==> src/rtl/flash_cmd_pkg.sv <==
package flash_cmd_pkg;

    typedef enum logic [1:0] {
        MODE_READ    = 2'd0,
        MODE_AUTOSEL = 2'd1,
        MODE_FAST    = 2'd2,
        MODE_SUSP    = 2'd3
    } mode_e;

    typedef enum logic [2:0] {
        OP_NONE   = 3'd0,
        OP_PROG   = 3'd1,
        OP_CHIP   = 3'd2,
        OP_SECT   = 3'd3,
        OP_SUSP   = 3'd4,
        OP_RESUME = 3'd5
    } op_e;

    typedef enum logic [3:0] {
        SQ_IDLE,
        SQ_UNL1,
        SQ_UNL2,
        SQ_PROG,
        SQ_ERA1,
        SQ_ERA2,
        SQ_ERA3,
        SQ_WIN,
        SQ_FIDLE,
        SQ_FPROG,
        SQ_FEXIT
    } seq_e;

    localparam logic [7:0] C_UNLOCK_A = 8'hAA;
    localparam logic [7:0] C_UNLOCK_B = 8'h55;
    localparam logic [7:0] C_PROGRAM  = 8'hA0;
    localparam logic [7:0] C_ERASE    = 8'h80;
    localparam logic [7:0] C_IDENT    = 8'h90;
    localparam logic [7:0] C_RESET    = 8'hF0;
    localparam logic [7:0] C_CHIP     = 8'h10;
    localparam logic [7:0] C_SECTOR   = 8'h30;
    localparam logic [7:0] C_SUSPEND  = 8'hB0;
    localparam logic [7:0] C_FAST     = 8'h20;

endpackage

==> src/rtl/flash_addr_decode.sv <==
module flash_addr_decode #(
    parameter int KEY_W  = 11,
    parameter int SECT_W = 4
) (
    input  logic [KEY_W:0]    key_bits,
    input  logic [SECT_W:0]   sect_bits,
    input  logic              byte_mode,
    output logic              is_key1,
    output logic              is_key2,
    output logic [SECT_W-1:0] sect_idx
);
    localparam logic [KEY_W-1:0] WORD_K1 = KEY_W'(11'h555);
    localparam logic [KEY_W-1:0] WORD_K2 = KEY_W'(11'h2AA);
    localparam logic [KEY_W:0]   BYTE_K1 = {WORD_K1, 1'b0};
    localparam logic [KEY_W:0]   BYTE_K2 = {WORD_K2, 1'b1};

    always_comb begin
        if (byte_mode) begin
            is_key1  = (key_bits == BYTE_K1);
            is_key2  = (key_bits == BYTE_K2);
            sect_idx = sect_bits[SECT_W:1];
        end else begin
            is_key1  = (key_bits[KEY_W-1:0] == WORD_K1);
            is_key2  = (key_bits[KEY_W-1:0] == WORD_K2);
            sect_idx = sect_bits[SECT_W-1:0];
        end
    end
endmodule

==> src/rtl/flash_sector_queue.sv <==
module flash_sector_queue #(
    parameter int SECT_W  = 4,
    parameter int WIN_CYC = 16
) (
    input  logic                   clk,
    input  logic                   rst_n,
    input  logic                   start,
    input  logic                   add,
    input  logic                   clear,
    input  logic [SECT_W-1:0]      sect,
    output logic [(1<<SECT_W)-1:0] mask,
    output logic                   expire
);
    localparam int NSECT = 1 << SECT_W;
    localparam int CNT_W = $clog2(WIN_CYC + 1);
    localparam logic [CNT_W-1:0] CNT_LOAD = CNT_W'(WIN_CYC - 1);

    typedef struct packed {
        logic [NSECT-1:0] mask;
        logic [CNT_W-1:0] cnt;
        logic             act;
    } qstate_t;

    qstate_t q, d;
    logic [NSECT-1:0] sel;

    for (genvar i = 0; i < NSECT; i++) begin : g_sel
        assign sel[i] = (sect == SECT_W'(i));
    end

    always_comb begin
        d      = q;
        expire = 1'b0;
        if (clear) begin
            d.mask = '0;
            d.act  = 1'b0;
        end else if (start) begin
            d.mask = sel;
            d.act  = 1'b1;
            d.cnt  = CNT_LOAD;
        end else if (add) begin
            d.mask = q.mask | sel;
            d.cnt  = CNT_LOAD;
        end else if (q.act) begin
            if (q.cnt == '0) begin
                expire = 1'b1;
                d.act  = 1'b0;
                d.mask = '0;
            end else begin
                d.cnt = q.cnt - 1'b1;
            end
        end
    end

    always_ff @(posedge clk or negedge rst_n) begin
        if (!rst_n) q <= '0;
        else        q <= d;
    end

    assign mask = q.mask;
endmodule

==> src/rtl/flash_cmd_decoder.sv <==
module flash_cmd_decoder
    import flash_cmd_pkg::*;
#(
    parameter int ADDR_W  = 20,
    parameter int DATA_W  = 16,
    parameter int KEY_W   = 11,
    parameter int SECT_W  = 4,
    parameter int WIN_CYC = 16
) (
    input  logic                   clk,
    input  logic                   rst_n,
    input  logic                   wr_stb,
    input  logic [ADDR_W-1:0]      wr_addr,
    input  logic [DATA_W-1:0]      wr_data,
    input  logic                   byte_mode,
    input  logic                   busy,
    output logic                   op_valid,
    output logic [2:0]             op_kind,
    output logic [ADDR_W-1:0]      op_addr,
    output logic [DATA_W-1:0]      op_data,
    output logic [(1<<SECT_W)-1:0] erase_mask,
    output logic [1:0]             mode_o
);
    localparam int NSECT = 1 << SECT_W;

    typedef struct packed {
        seq_e              seq;
        mode_e             mode;
        logic              erase_act;
        logic              busy_d1;
        logic              op_valid;
        op_e               op_kind;
        logic [ADDR_W-1:0] op_addr;
        logic [DATA_W-1:0] op_data;
        logic [NSECT-1:0]  op_mask;
        logic [ADDR_W-1:0] first_addr;
    } dec_t;

    dec_t q, d;

    logic              is_key1, is_key2;
    logic [SECT_W-1:0] sect_idx;
    logic              q_start, q_add, q_clear, q_expire;
    logic [NSECT-1:0]  q_mask;
    logic [7:0]        cmd;

    assign cmd = wr_data[7:0];

    flash_addr_decode #(.KEY_W(KEY_W), .SECT_W(SECT_W)) u_dec (
        .key_bits (wr_addr[KEY_W:0]),
        .sect_bits(wr_addr[ADDR_W-1 -: SECT_W+1]),
        .byte_mode(byte_mode),
        .is_key1  (is_key1),
        .is_key2  (is_key2),
        .sect_idx (sect_idx)
    );

    flash_sector_queue #(.SECT_W(SECT_W), .WIN_CYC(WIN_CYC)) u_queue (
        .clk   (clk),
        .rst_n (rst_n),
        .start (q_start),
        .add   (q_add),
        .clear (q_clear),
        .sect  (sect_idx),
        .mask  (q_mask),
        .expire(q_expire)
    );

    always_comb begin
        d          = q;
        d.op_valid = 1'b0;
        d.op_kind  = OP_NONE;
        d.busy_d1  = busy;
        q_start    = 1'b0;
        q_add      = 1'b0;
        q_clear    = 1'b0;

        // erase completion: engine drops busy outside suspend
        if (q.busy_d1 && !busy && q.mode != MODE_SUSP) d.erase_act = 1'b0;

        if (q_expire) begin
            d.op_valid  = 1'b1;
            d.op_kind   = OP_SECT;
            d.op_addr   = q.first_addr;
            d.op_mask   = q_mask;
            d.erase_act = 1'b1;
            d.seq       = SQ_IDLE;
        end

        if (wr_stb) begin
            if (q.mode == MODE_SUSP) begin
                if (cmd == C_SECTOR) begin
                    d.op_valid = 1'b1;
                    d.op_kind  = OP_RESUME;
                    d.mode     = MODE_READ;
                    d.seq      = SQ_IDLE;
                end
            end else if (busy && cmd != C_SUSPEND && cmd != C_RESET) begin
                d.seq = q.seq;
            end else begin
                case (q.seq)
                    SQ_PROG, SQ_FPROG: begin
                        d.op_valid = 1'b1;
                        d.op_kind  = OP_PROG;
                        d.op_addr  = wr_addr;
                        d.op_data  = wr_data;
                        d.seq      = (q.seq == SQ_FPROG) ? SQ_FIDLE : SQ_IDLE;
                        if (q.seq == SQ_PROG) d.mode = MODE_READ;
                    end
                    SQ_FIDLE: begin
                        if (cmd == C_PROGRAM)    d.seq = SQ_FPROG;
                        else if (cmd == C_IDENT) d.seq = SQ_FEXIT;
                    end
                    SQ_FEXIT: begin
                        if (cmd == C_RESET) begin
                            d.mode = MODE_READ;
                            d.seq  = SQ_IDLE;
                        end else begin
                            d.seq = SQ_FIDLE;
                        end
                    end
                    default: begin
                        // abort path is the default outcome of every step
                        d.seq   = SQ_IDLE;
                        d.mode  = MODE_READ;
                        q_clear = (q.seq == SQ_WIN);
                        if (cmd == C_RESET) begin
                            d.seq = SQ_IDLE;
                        end else if (cmd == C_SUSPEND && q.erase_act) begin
                            d.op_valid = 1'b1;
                            d.op_kind  = OP_SUSP;
                            d.op_addr  = wr_addr;
                            d.mode     = MODE_SUSP;
                        end else begin
                            case (q.seq)
                                SQ_IDLE: if (cmd == C_UNLOCK_A && is_key1) begin
                                    d.seq  = SQ_UNL1;
                                    d.mode = q.mode;
                                end
                                SQ_UNL1: if (cmd == C_UNLOCK_B && is_key2) begin
                                    d.seq  = SQ_UNL2;
                                    d.mode = q.mode;
                                end
                                SQ_UNL2: if (is_key1) begin
                                    if (cmd == C_PROGRAM) begin
                                        d.seq  = SQ_PROG;
                                        d.mode = q.mode;
                                    end else if (cmd == C_IDENT) begin
                                        d.mode = MODE_AUTOSEL;
                                    end else if (cmd == C_ERASE) begin
                                        d.seq  = SQ_ERA1;
                                        d.mode = q.mode;
                                    end else if (cmd == C_FAST) begin
                                        d.seq  = SQ_FIDLE;
                                        d.mode = MODE_FAST;
                                    end
                                end
                                SQ_ERA1: if (cmd == C_UNLOCK_A && is_key1) begin
                                    d.seq  = SQ_ERA2;
                                    d.mode = q.mode;
                                end
                                SQ_ERA2: if (cmd == C_UNLOCK_B && is_key2) begin
                                    d.seq  = SQ_ERA3;
                                    d.mode = q.mode;
                                end
                                SQ_ERA3: begin
                                    if (cmd == C_CHIP && is_key1) begin
                                        d.op_valid  = 1'b1;
                                        d.op_kind   = OP_CHIP;
                                        d.op_addr   = wr_addr;
                                        d.erase_act = 1'b1;
                                    end else if (cmd == C_SECTOR) begin
                                        q_start      = 1'b1;
                                        d.first_addr = wr_addr;
                                        d.seq        = SQ_WIN;
                                        d.mode       = q.mode;
                                    end
                                end
                                SQ_WIN: if (cmd == C_SECTOR) begin
                                    q_add   = 1'b1;
                                    q_clear = 1'b0;
                                    d.seq   = SQ_WIN;
                                    d.mode  = q.mode;
                                end
                                default: d.seq = SQ_IDLE;
                            endcase
                        end
                    end
                endcase
            end
        end
    end

    always_ff @(posedge clk or negedge rst_n) begin
        if (!rst_n) q <= '0;
        else        q <= d;
    end

    assign op_valid   = q.op_valid;
    assign op_kind    = q.op_kind;
    assign op_addr    = q.op_addr;
    assign op_data    = q.op_data;
    assign erase_mask = q.op_mask;
    assign mode_o     = q.mode;
endmodule

==> config.mk <==
export PLATFORM = sky130hd
export DESIGN_NAME = flash_cmd_decoder
export DESIGN_NICKNAME = d
export VERILOG_FILES = /design/src/rtl/flash_cmd_pkg.sv /design/src/rtl/flash_addr_decode.sv /design/src/rtl/flash_sector_queue.sv /design/src/rtl/flash_cmd_decoder.sv
export SDC_FILE = /design/constraint.sdc
export NUM_CORES = 1
export LEC_CHECK = 0
export CORE_ASPECT_RATIO = 0.9
export CORE_UTILIZATION = 45
export CTS_CLUSTER_DIAMETER = 30
export DETAILED_ROUTE_END_ITERATION = 10
export PLACE_DENSITY = 0.7
export SETUP_SLACK_MARGIN = 0.5
export SYNTH_ARGS = -nofsm -noshare
export SYNTH_HDL_FRONTEND = slang
export SYNTH_SLANG_ARGS = --single-unit
==> constraint.sdc <==
create_clock -name clk -period 3.1 [get_ports clk]
set_clock_uncertainty 0.05 [all_clocks]
set_input_delay 0.775 -clock clk [delete_from_list [all_inputs] [get_ports clk]]
set_output_delay 0.775 -clock clk [all_outputs]
set_load 0.1 [all_outputs]
==> results.ini, run 1 <==
[outcome]
outcome = completed

[placed_design]
hpwl_mm = 9.51
placed_cells = 756
dpl_worst_slack_ns = -0.273
io_buffers = 98
place.gp.congestion = 0.919

[clocking]
cts_max_level = 3
root_buffer = clkbuf_16
clock_path_buffers = 2
clk_pin_slew_worst_paths_ns = 0.07
cts.sink_count = 106
cts_tree = yes
numCtsBuffers = 9
clock_latency_ns = 0.36

[sta]
maxSlewViolCount = 0
period_needed_ns = 2.64
rsz0062_at_grt = yes
layout_setup_ws_ns = 0.458
post-route-period-util = 0.852
hold_viol_final = 0
maxSlewHeadroom = 0.614
worstMarginPinSlew_ns = 0.574
setup_violations = 0
fmax_mhz = 379
tns_ns = 0

[critical_path]
worst_path_most_repeated_cell = buf_6
crit_start = wr_data[2]
crit_arrival_ns = 2.84
worst_setup_path_start_kind = input port
cp_top_family = simple AND/OR/NAND/NOR gates
crit_slowest_cell = or4_4
path_class = in2reg
r2r-start = u_queue.q[1]
path_buf_inv = 6
critPathMaxFanout = 5
worstSetupEndpointType = register
slowest_delay_ns = 0.55
worst_ep_required_time_ns = 3.30
path_cells = buf_8 > or4_4 > buf_6 > buf_6 > nor2_4 > buf_6 > and2_4 > nor2b_4 > buf_12 > buf_12 > mux2_2

[drt]
drc = 0
first_pass_iters = 4
drtIter0Drc = 270
viasPerCell = 5.53
ant_nets = 0
vias = 4380
wl_per_cell_um = 18.3
wl_mm = 14.5

[logic_synthesis]
postSynthCellCount = 519
synth_top_family_by_area = multiplexers
synth-simple-area-share = 0.146
netlist_area_um2 = 5580
synth_xor_area_frac = 0.00314
muxShareOfSynthArea = 0.147
synth.distinct_cells = 67
synth-compound-area-share = 0.121
yosysSeqAreaShare = 0.476
synth_ff_type = dfrtp_1
syn-mean-instance-area_um2 = 10.7
syn-num-nets = 561
ys_ff_latch = 106
synth-async-reset-ratio = 1.00
synth_fa_ha_area_frac = 0.00224
yosysWarnings = 0
synth_edf_count = 0

[final_layout]
drive_gt1_frac = 0.453
synthToLayoutAreaGrowth_pct = 35.5
diodes = 0
mostFrequentLayoutCells = buf_4 (118), dfrtp_1 (106), mux2_2 (33)
final_cells = 792
final_common_cell = buf_4
fillers = 999
layout.nets = 669

[power]
p_leak_uw = 0.00353
power.density_nw_per_um2 = 361
max-vdd-ir-drop_mv = 0.334

[die]
dieArea_um2 = 12800
rows = 38
top_level_ports = 99
core_area_um2 = 12100
dieHeight_um = 108
start_util = 0.462
die_x_um = 119

[global_route]
antenna_found_initial = 0
grt_pass1_vias = 4347
grt_start_max_net_pins = 49
grt_pass1_wl_mm = 22.9
grt_use_total = 0.231
gr-total-overflow = 0

[job]
maxCapViolCount = 0

[hold_path]
hold_class = in2async

[synth_stat cells, types with 2 or more instances]
cell type  number  share of area
nand4_1        10          0.011
clkbuf_1        8         0.0054
nand2b_1        5         0.0056
and2_1          6         0.0067
or4b_2          3         0.0054
buf_4          57          0.077
o22ai_1         5         0.0056
o21ai_0        10         0.0090
nand2_1        25          0.017
nand3_1        11         0.0099
xnor2_1         2         0.0031
nor2b_1         6         0.0067
a32o_1          4         0.0072
mux2i_1        21          0.038
and3_1          2         0.0022
a21oi_1        30          0.027
and4_1          2         0.0031
dfrtp_1       106           0.48
a22o_1         12          0.019
o31ai_1         4         0.0054
nand3_2         2         0.0036
o31a_1          2         0.0031
nor3_1         10         0.0090
a211o_1         2         0.0031
or4bb_1         2         0.0040
or3_1           4         0.0045
nor4b_1         2         0.0031
a32oi_1         2         0.0031
nor2_1         40          0.027
or2_2           3         0.0034
o2111ai_1       2         0.0031
a31oi_1         4         0.0045
a41oi_1         2         0.0031
inv_1           8         0.0054
nor4_1          2         0.0022
buf_2          14          0.013
nand4b_1        3         0.0047
o2bb2ai_1       5         0.0079
buf_6           2         0.0040
mux2_2         52           0.10
[cell type report]
cell class | instances | area (um^2) | share of cell area
multi-input combinational | 323 | 2710 | 0.358
clock buffer | 10 | 239 | 0.0316
timing repair buffer | 179 | 1680 | 0.223
clock inverter | 6 | 48.8 | 0.00645
sequential | 106 | 2650 | 0.351
tap | 160 | 200 | 0.0265
inverter | 8 | 30.0 | 0.00397
[power by group]
part           total, uW  internal, uW  switching, uW
registers           1390          1380           2.16
clock network       1110           575            539
logic                231           100            131
total               2730          2060            672
[cells by family after synthesis]
family	after synthesis
and+or+nand+nor	149
DFF	106
AOI/OAI and AO/OA	97
buffers and inverters	90
muxes	74
xor gates and xnor gates	2
adders and majority gates	1
[final timing paths]
kind	slack [ns]	end	depth (start not counted)
setup / recovery	0.46	q[11]	11
max in group asynchronous	2.01	mode_o[0]	2
hold reg to reg	0.44	u_queue.mask[0]	1
hold / removal	0.32	erase_mask[14]	1
setup reg to reg	0.74	erase_mask[12]	7
min in group clk	0.44	u_queue.mask[0]	1
[through the flow]
stage / total power, uW / area [um^2] / utilization / hold WS (ns)
global placement: 1630 / 6650 / 0.551 / 0.429
detailed placement: 1630 / 6650 / 0.551 / 0.429
global route: 2830 / 7560 / 0.626 / 0.359
CTS: 2750 / 7230 / 0.598 / 0.327
floorplan: 1490 / 5670 / - / 0.410
finish: 2730 / 7560 / 0.626 / 0.323
[timing repair]
action	4_1_cts	5_1_grt
cloned	5	2
gates resized for setup	79	80
hold buffers	0	0
buffers inserted	8	5
setup endpoints to repair	104	63
pin swaps	14	8
[state kept, by name (all words and copies together), names as in the netlist]
signal        cells
mode_o            2
erase_mask       16
u_queue.mask     16
q                26
op_addr          20
u_queue.q         6
op_data          16
op_kind           3
op_valid          1
[layer usage]
metal	up-vias	part of all wire	track usage
met2	113	0.49	0.366
met1	2210	0.45	0.318
met3	14	0.045	0.0456
met4	0	0.013	0.0750
met5	-	0	0
li1	2043	-	-
Power figures use the tool's default switching activity.
==> run 2, diff against run 1 <==
CTS_BUF_LIST = sky130_fd_sc_hd__clkbuf_4   (was not set)
==> results.ini, run 2 (same netlist as run 1, synthesis figures left out) <==
[critical_path]
crit_arrival_ns = 2.95  ; +0.11 ns
reg2reg_depth = 7  ; unchanged
r2r-start = u_queue.q[1]
path_buf_inv = 2  ; -4
slowest_delay_ns = 0.58  ; +0.03 ns
worst_setup_path_start_kind = input port
cp_top_family = simple AND/OR/NAND/NOR gates
crit_slowest_cell = a311o_2
worst_ep_required_time_ns = 3.44  ; +0.14 ns
path_cells = buf_6 > or4b_4 > nor4_4 > o2111ai_2 > a311o_2 > clkbuf_16 > nor2_4 > a21oi_2
path_class = in2reg
r2r_slack_ns = 0.73  ; about the same
cp_num_cells = 8  ; -3
crit-reg2reg-capture = erase_mask[14]
worstSetupEndpointType = register
critPathMaxFanout = 7  ; +2

[die]
top_level_ports = 99  ; unchanged
die_x_um = 119  ; unchanged
dieArea_um2 = 12800  ; unchanged
start_util = 0.462  ; unchanged
rows = 38  ; unchanged
dieHeight_um = 108  ; unchanged
core_area_um2 = 12100  ; unchanged

[job]
maxCapViolCount = 0  ; unchanged

[drt]
drc = 0  ; unchanged
viasPerCell = 5.45  ; -1.5%
first_pass_iters = 4  ; unchanged
wl_per_cell_um = 17.6  ; -3.6%
ant_nets = 0  ; unchanged
vias = 4282  ; -2.2%
wl_mm = 13.9  ; -4.3%
drtIter0Drc = 205  ; -24%

[placed_design]
io_buffers = 98  ; unchanged
hpwl_mm = 9.51  ; unchanged
placed_cells = 756  ; unchanged
place.gp.congestion = 0.919  ; unchanged
place_area_um2 = 6650  ; unchanged

[clocking]
clock_latency_ns = 0.49  ; +0.13 ns
clk_pin_slew_worst_paths_ns = 0.16  ; +0.09 ns
clock_path_buffers = 2  ; unchanged
cts.sink_count = 106  ; unchanged
root_buffer = clkbuf_4
cts_tree = yes
cts_max_level = 3  ; unchanged
numCtsBuffers = 9  ; unchanged
cts_hold_buffers = 0  ; unchanged

[final_layout]
diodes = 0  ; unchanged
synthToLayoutAreaGrowth_pct = 28.4
drive_gt1_frac = 0.406  ; -0.0468
final_common_cell = buf_4
final_cells = 786  ; -0.76%
layout.nets = 663  ; -0.90%
regMostFlops = q
fillers = 1067  ; +6.8%
largest_register_ffs = 26  ; unchanged
mostFrequentLayoutCells = buf_4 (115), dfrtp_1 (106), mux2_2 (52)
fin_area_um2 = 7160  ; -5.2%
regArea_um2 = 2650  ; unchanged
multi_input_area_um2 = 2540  ; -6.0%

[power]
p_leak_uw = 0.00348  ; -1.7%
max-vdd-ir-drop_mv = 0.254  ; -24%
power.density_nw_per_um2 = 316  ; -13%

[sta]
post-route-period-util = 0.840  ; -0.0123
maxSlewHeadroom = 0.626  ; +0.0123
worstMarginPinSlew_ns = 0.556  ; -0.0183 ns
period_needed_ns = 2.60  ; -0.0382 ns
setup_violations = 0  ; unchanged
hold_viol_final = 0  ; unchanged
fmax_mhz = 384  ; +1.5%
rsz0062_at_grt = yes
maxSlewViolCount = 0  ; unchanged

[global_route]
gr-total-overflow = 0  ; unchanged
grt_pass1_vias = 4174  ; -4.0%
antenna_found_initial = 0  ; unchanged
grt_start_max_net_pins = 49  ; unchanged
grt_pass1_wl_mm = 21.1  ; -7.6%
grt_use_total = 0.212  ; -0.0196

[outcome]
outcome = completed

[hold_path]
hold_class = in2async

run 2: changes by cell type in the layout (fill, tap and decap cells not counted), moves of 3 or more:
cell	before	now
nor2_1	19	23
a21oi_2	9	3
clkbuf_16	11	5
a21oi_1	21	27
mux2_4	19	0
buf_16	5	0
clkbuf_4	0	9
mux2_2	33	52
buf_2	4	0
nor2_4	19	10
dlymetal6s2s_1	2	13
nor2_2	4	9
buf_4	118	115
run 2: worst max path at each step:
stage / start / slack [ns] / to
floorplan: wr_data[6] / 0.26 / u_queue.q[4]
global placement: wr_data[0] / -0.29 / u_queue.mask[9]
detailed placement: wr_data[0] / -0.27 / u_queue.q[4]
CTS: wr_addr[2] / 0.48 / op_addr[1]
global route: wr_addr[10] / 0.43 / op_addr[15]
finish: wr_addr[10] / 0.50 / op_addr[15]
run 2: repair_timing:
action | 4_1_cts | 5_1_grt
pin swaps | 5 | 10
resized for setup | 9 | 54
endpoints found under the setup margin | 64 | 56
setup buffers | 1 | 4
cloned | 0 | 9
run 2: layout make-up:
type,count,share of cell area
multi-input combinational,323,0.355
timing repair buffer,173,0.226
clock inverter,7,0.00734
sequential,106,0.370
tap,160,0.0279
clock buffer,9,0.00943
inverter,8,0.00419
run 2: worst reg2reg max path, delay by kind of cell (launching register included):
kind / cells / cell delay, ns
AO/OA/AOI/OAI: 1 / 0.29
AND/OR/NAND/NOR: 2 / 0.61
buffers and inverters: 2 / 0.35
multiplexers: 1 / 0.36
adder cells (fa/ha/maj): 1 / 0.20
flip-flops: 1 / 0.41
run 2: power by group:
| part | internal (uW) | switching, uW | leakage [uW] |
|---|---|---|---|
| Combinational | 98.0 | 126 | 0.00193 |
| Clock | 171 | 481 | 0.0000619 |
| Sequential | 1390 | 1.93 | 0.00148 |
run 2: stage by stage:
step                TNS [ns]  setup WS, ns   util  power, uW  hold slack (ns)
finish                     0         0.496  0.593       2260            0.176
global route               0         0.434  0.593       2360            0.161
CTS                        0         0.480  0.563       2300            0.128
detailed placement    -13.82        -0.273  0.551       1630            0.429
global placement      -13.52        -0.291  0.551       1630            0.429
floorplan                  0         0.262      -       1490            0.410
run 2: routing by layer:
| layer | vias up | GRT usage | part of all wire | wire length, um |
|---|---|---|---|---|
| li1 | 2034 | - | - | - |
| met1 | 2140 | 0.286 | 0.47 | 6460 |
| met2 | 96 | 0.336 | 0.47 | 6560 |
| met3 | 12 | 0.0498 | 0.047 | 654 |
| met4 | 0 | 0.0670 | 0.013 | 180 |
| met5 | - | 0 | 0 | 0 |
==> run 3, diff against run 2 <==
clock period = 2.5 ns   (was 3.1 ns; I/O delays follow)
==> results.ini, run 3 (same netlist as run 1, synthesis figures left out) <==
[die]
dieArea_um2 = 12800  ; unchanged
dieHeight_um = 108  ; unchanged
rows = 38  ; unchanged
core_area_um2 = 12100  ; unchanged
die_x_um = 119  ; unchanged
start_util = 0.462  ; unchanged
top_level_ports = 99  ; unchanged

[critical_path]
worst_ep_required_time_ns = 2.85  ; -0.59 ns
r2r-start = q[82]
slowest_delay_ns = 0.56  ; -0.02 ns
cp_num_cells = 12  ; +4
crit_start = wr_data[0]
reg2reg_depth = 6  ; -1
worstSetupEndpointType = register
path_cells = buf_6 > or4_4 > buf_6 > buf_12 > nor2_4 > buf_6 > and2_4 > nor2b_4 > buf_12 > buf_12 > buf_16 > mux2_4
crit_slowest_cell = or4_4
crit_arrival_ns = 2.73  ; -0.22 ns
path_buf_inv = 7  ; +5
cp-endpoint = q[7]
worst_setup_path_start_kind = input port
path_class = in2reg
cp_top_family = simple AND/OR/NAND/NOR gates
r2r_slack_ns = 0.18  ; -0.55 ns
crit-reg2reg-capture = erase_mask[3]
critPathMaxFanout = 5  ; -2

[final_layout]
drive_gt1_frac = 0.560  ; +0.154
layout.nets = 721  ; +8.7%
diodes = 0  ; unchanged
final_util = 0.689  ; +0.0961
fillers = 878  ; -18%
regMostFlops = q
largest_register_ffs = 26  ; unchanged
final_common_cell = buf_4
final_cells = 844  ; +7.4%
fin_area_um2 = 8320  ; +16%
mostFrequentLayoutCells = buf_4 (146), dfrtp_1 (104), mux2_2 (32)
synthToLayoutAreaGrowth_pct = 49.2

[drt]
first_pass_iters = 5  ; +1
vias = 4661  ; +8.9%
drc = 0  ; unchanged
drtIter0Drc = 279  ; +36%
viasPerCell = 5.52  ; +1.4%
wl_mm = 16.2  ; +17%
ant_nets = 0  ; unchanged
wl_per_cell_um = 19.2  ; +9.1%

[clocking]
clock_latency_ns = 0.51  ; +0.02 ns
cts_tree = yes
root_buffer = clkbuf_4
numCtsBuffers = 9  ; unchanged
clock_path_buffers = 2  ; unchanged
clk_pin_slew_worst_paths_ns = 0.17  ; about the same
cts_max_level = 3  ; unchanged
cts.sink_count = 106  ; unchanged

[placed_design]
dpl_worst_slack_ns = -0.608  ; -0.335 ns
hpwl_mm = 10.1  ; +6.4%
io_buffers = 98  ; unchanged
place_area_um2 = 6980  ; +4.9%
place.gp.congestion = 0.842  ; -8.4%
placed_cells = 781  ; +3.3%

[sta]
hold_viol_final = 0  ; unchanged
maxSlewViolCount = 0  ; unchanged
maxSlewHeadroom = 0.655  ; +0.0291
layout_setup_ws_ns = 0.123  ; -0.373 ns
hold_slack_ns = 0.292  ; +0.116 ns
rsz0062_at_grt = yes
fmax_mhz = 421
setup_violations = 0  ; unchanged
worstMarginPinSlew_ns = 0.514  ; -0.0421 ns
period_needed_ns = 2.38
post-route-period-util = 0.951

[power]
power.internal_uw = 2180  ; +32%
p_leak_uw = 0.00386  ; +11%
swShare = 0.270  ; +0.000763
max-vdd-ir-drop_mv = 0.219  ; -14%
p_switching_uw = 806  ; +32%
seq_power_share = 0.576  ; -0.037
p_comb_frac = 0.111  ; +0.012
power.share.clock = 0.313  ; +0.025
power.density_nw_per_um2 = 359  ; +14%

[global_route]
gr-total-overflow = 0  ; unchanged
grt_pass1_vias = 4854  ; +16%
antenna_found_initial = 0  ; unchanged
grt_start_max_net_pins = 38  ; -22%
grt_pass1_wl_mm = 25.7  ; +21%
grt_use_total = 0.258  ; +0.0468

[job]
maxCapViolCount = 0  ; unchanged

[hold_path]
hold_class = in2reg

[outcome]
outcome = completed

run 3: changes by cell type in the layout (fill, tap and decap cells not counted), moves of 8 or more:
cell	change
mux2i_1	-8
mux2_2	-20
buf_4	+31
buf_16	+12
nor2_2	-9
mux2_4	+20
a21oi_1	-21
dlymetal6s2s_1	-13
a21oi_2	+19
buf_6	+13
run 3: area by class of cell:
class,instances,area (um^2),area share
multi-input combinational,323,3000,0.361
inverter,8,30.0,0.00361
tap,160,200,0.0240
clock buffer,9,67.6,0.00812
sequential,106,2660,0.319
clock inverter,7,75.1,0.00902
timing repair buffer,231,2290,0.276
run 3: worst min-delay path by stage:
stage,start,endpoint,slack (ns),depth (start not counted)
finish,wr_data[0],op_data[0],0.29,2
detailed placement,op_data[3],op_data[3],0.44,1
floorplan,rst_n,erase_mask[0],0.28,0
CTS,wr_data[0],op_data[0],0.28,2
global route,wr_data[0],op_data[0],0.27,2
global placement,u_queue.mask[2],u_queue.mask[2],0.44,1
run 3: timing repair:
| item | CTS | global route |
|---|---|---|
| hold buffers | 1 | 0 |
| setup endpoints to repair | 104 | 106 |
| gates resized for setup | 148 | 56 |
| setup buffers | 24 | 9 |
| pin swaps | 36 | 21 |
| endpoints found under the hold margin | 26 | 0 |
| gates cloned | 12 | 1 |
run 3: through the flow:
| step | power, uW | TNS [ns] |
|---|---|---|
| 2_1_floorplan | 1850 | -2.18 |
| 3_3_place_gp | 2040 | -46.92 |
| 3_5_place_dp | 2050 | -47.29 |
| 4_1_cts | 2990 | 0 |
| 5_1_grt | 3100 | 0 |
| 6_report | 2990 | 0 |
run 3: power groups by stage:
| stage | Clock [uW] | Combinational (uW) | Sequential (uW) |
|---|---|---|---|
| 6_report | 937 | 331 | 1720 |
| 3_3_place_gp | 0 | 293 | 1750 |
| 3_5_place_dp | 0 | 301 | 1750 |
| 4_1_cts | 955 | 319 | 1720 |
| 5_1_grt | 1020 | 356 | 1720 |
| 2_1_floorplan | 0 | 96.4 | 1750 |
run 3: per-layer routing:
layer | vias to the layer above | GRT usage | wire length, um
li1 | 2150 | - | -
met5 | - | 0 | 0
met1 | 2349 | 0.346 | 7200
met4 | 0 | 0.0750 | 252
met2 | 135 | 0.422 | 7970
met3 | 27 | 0.0551 | 796
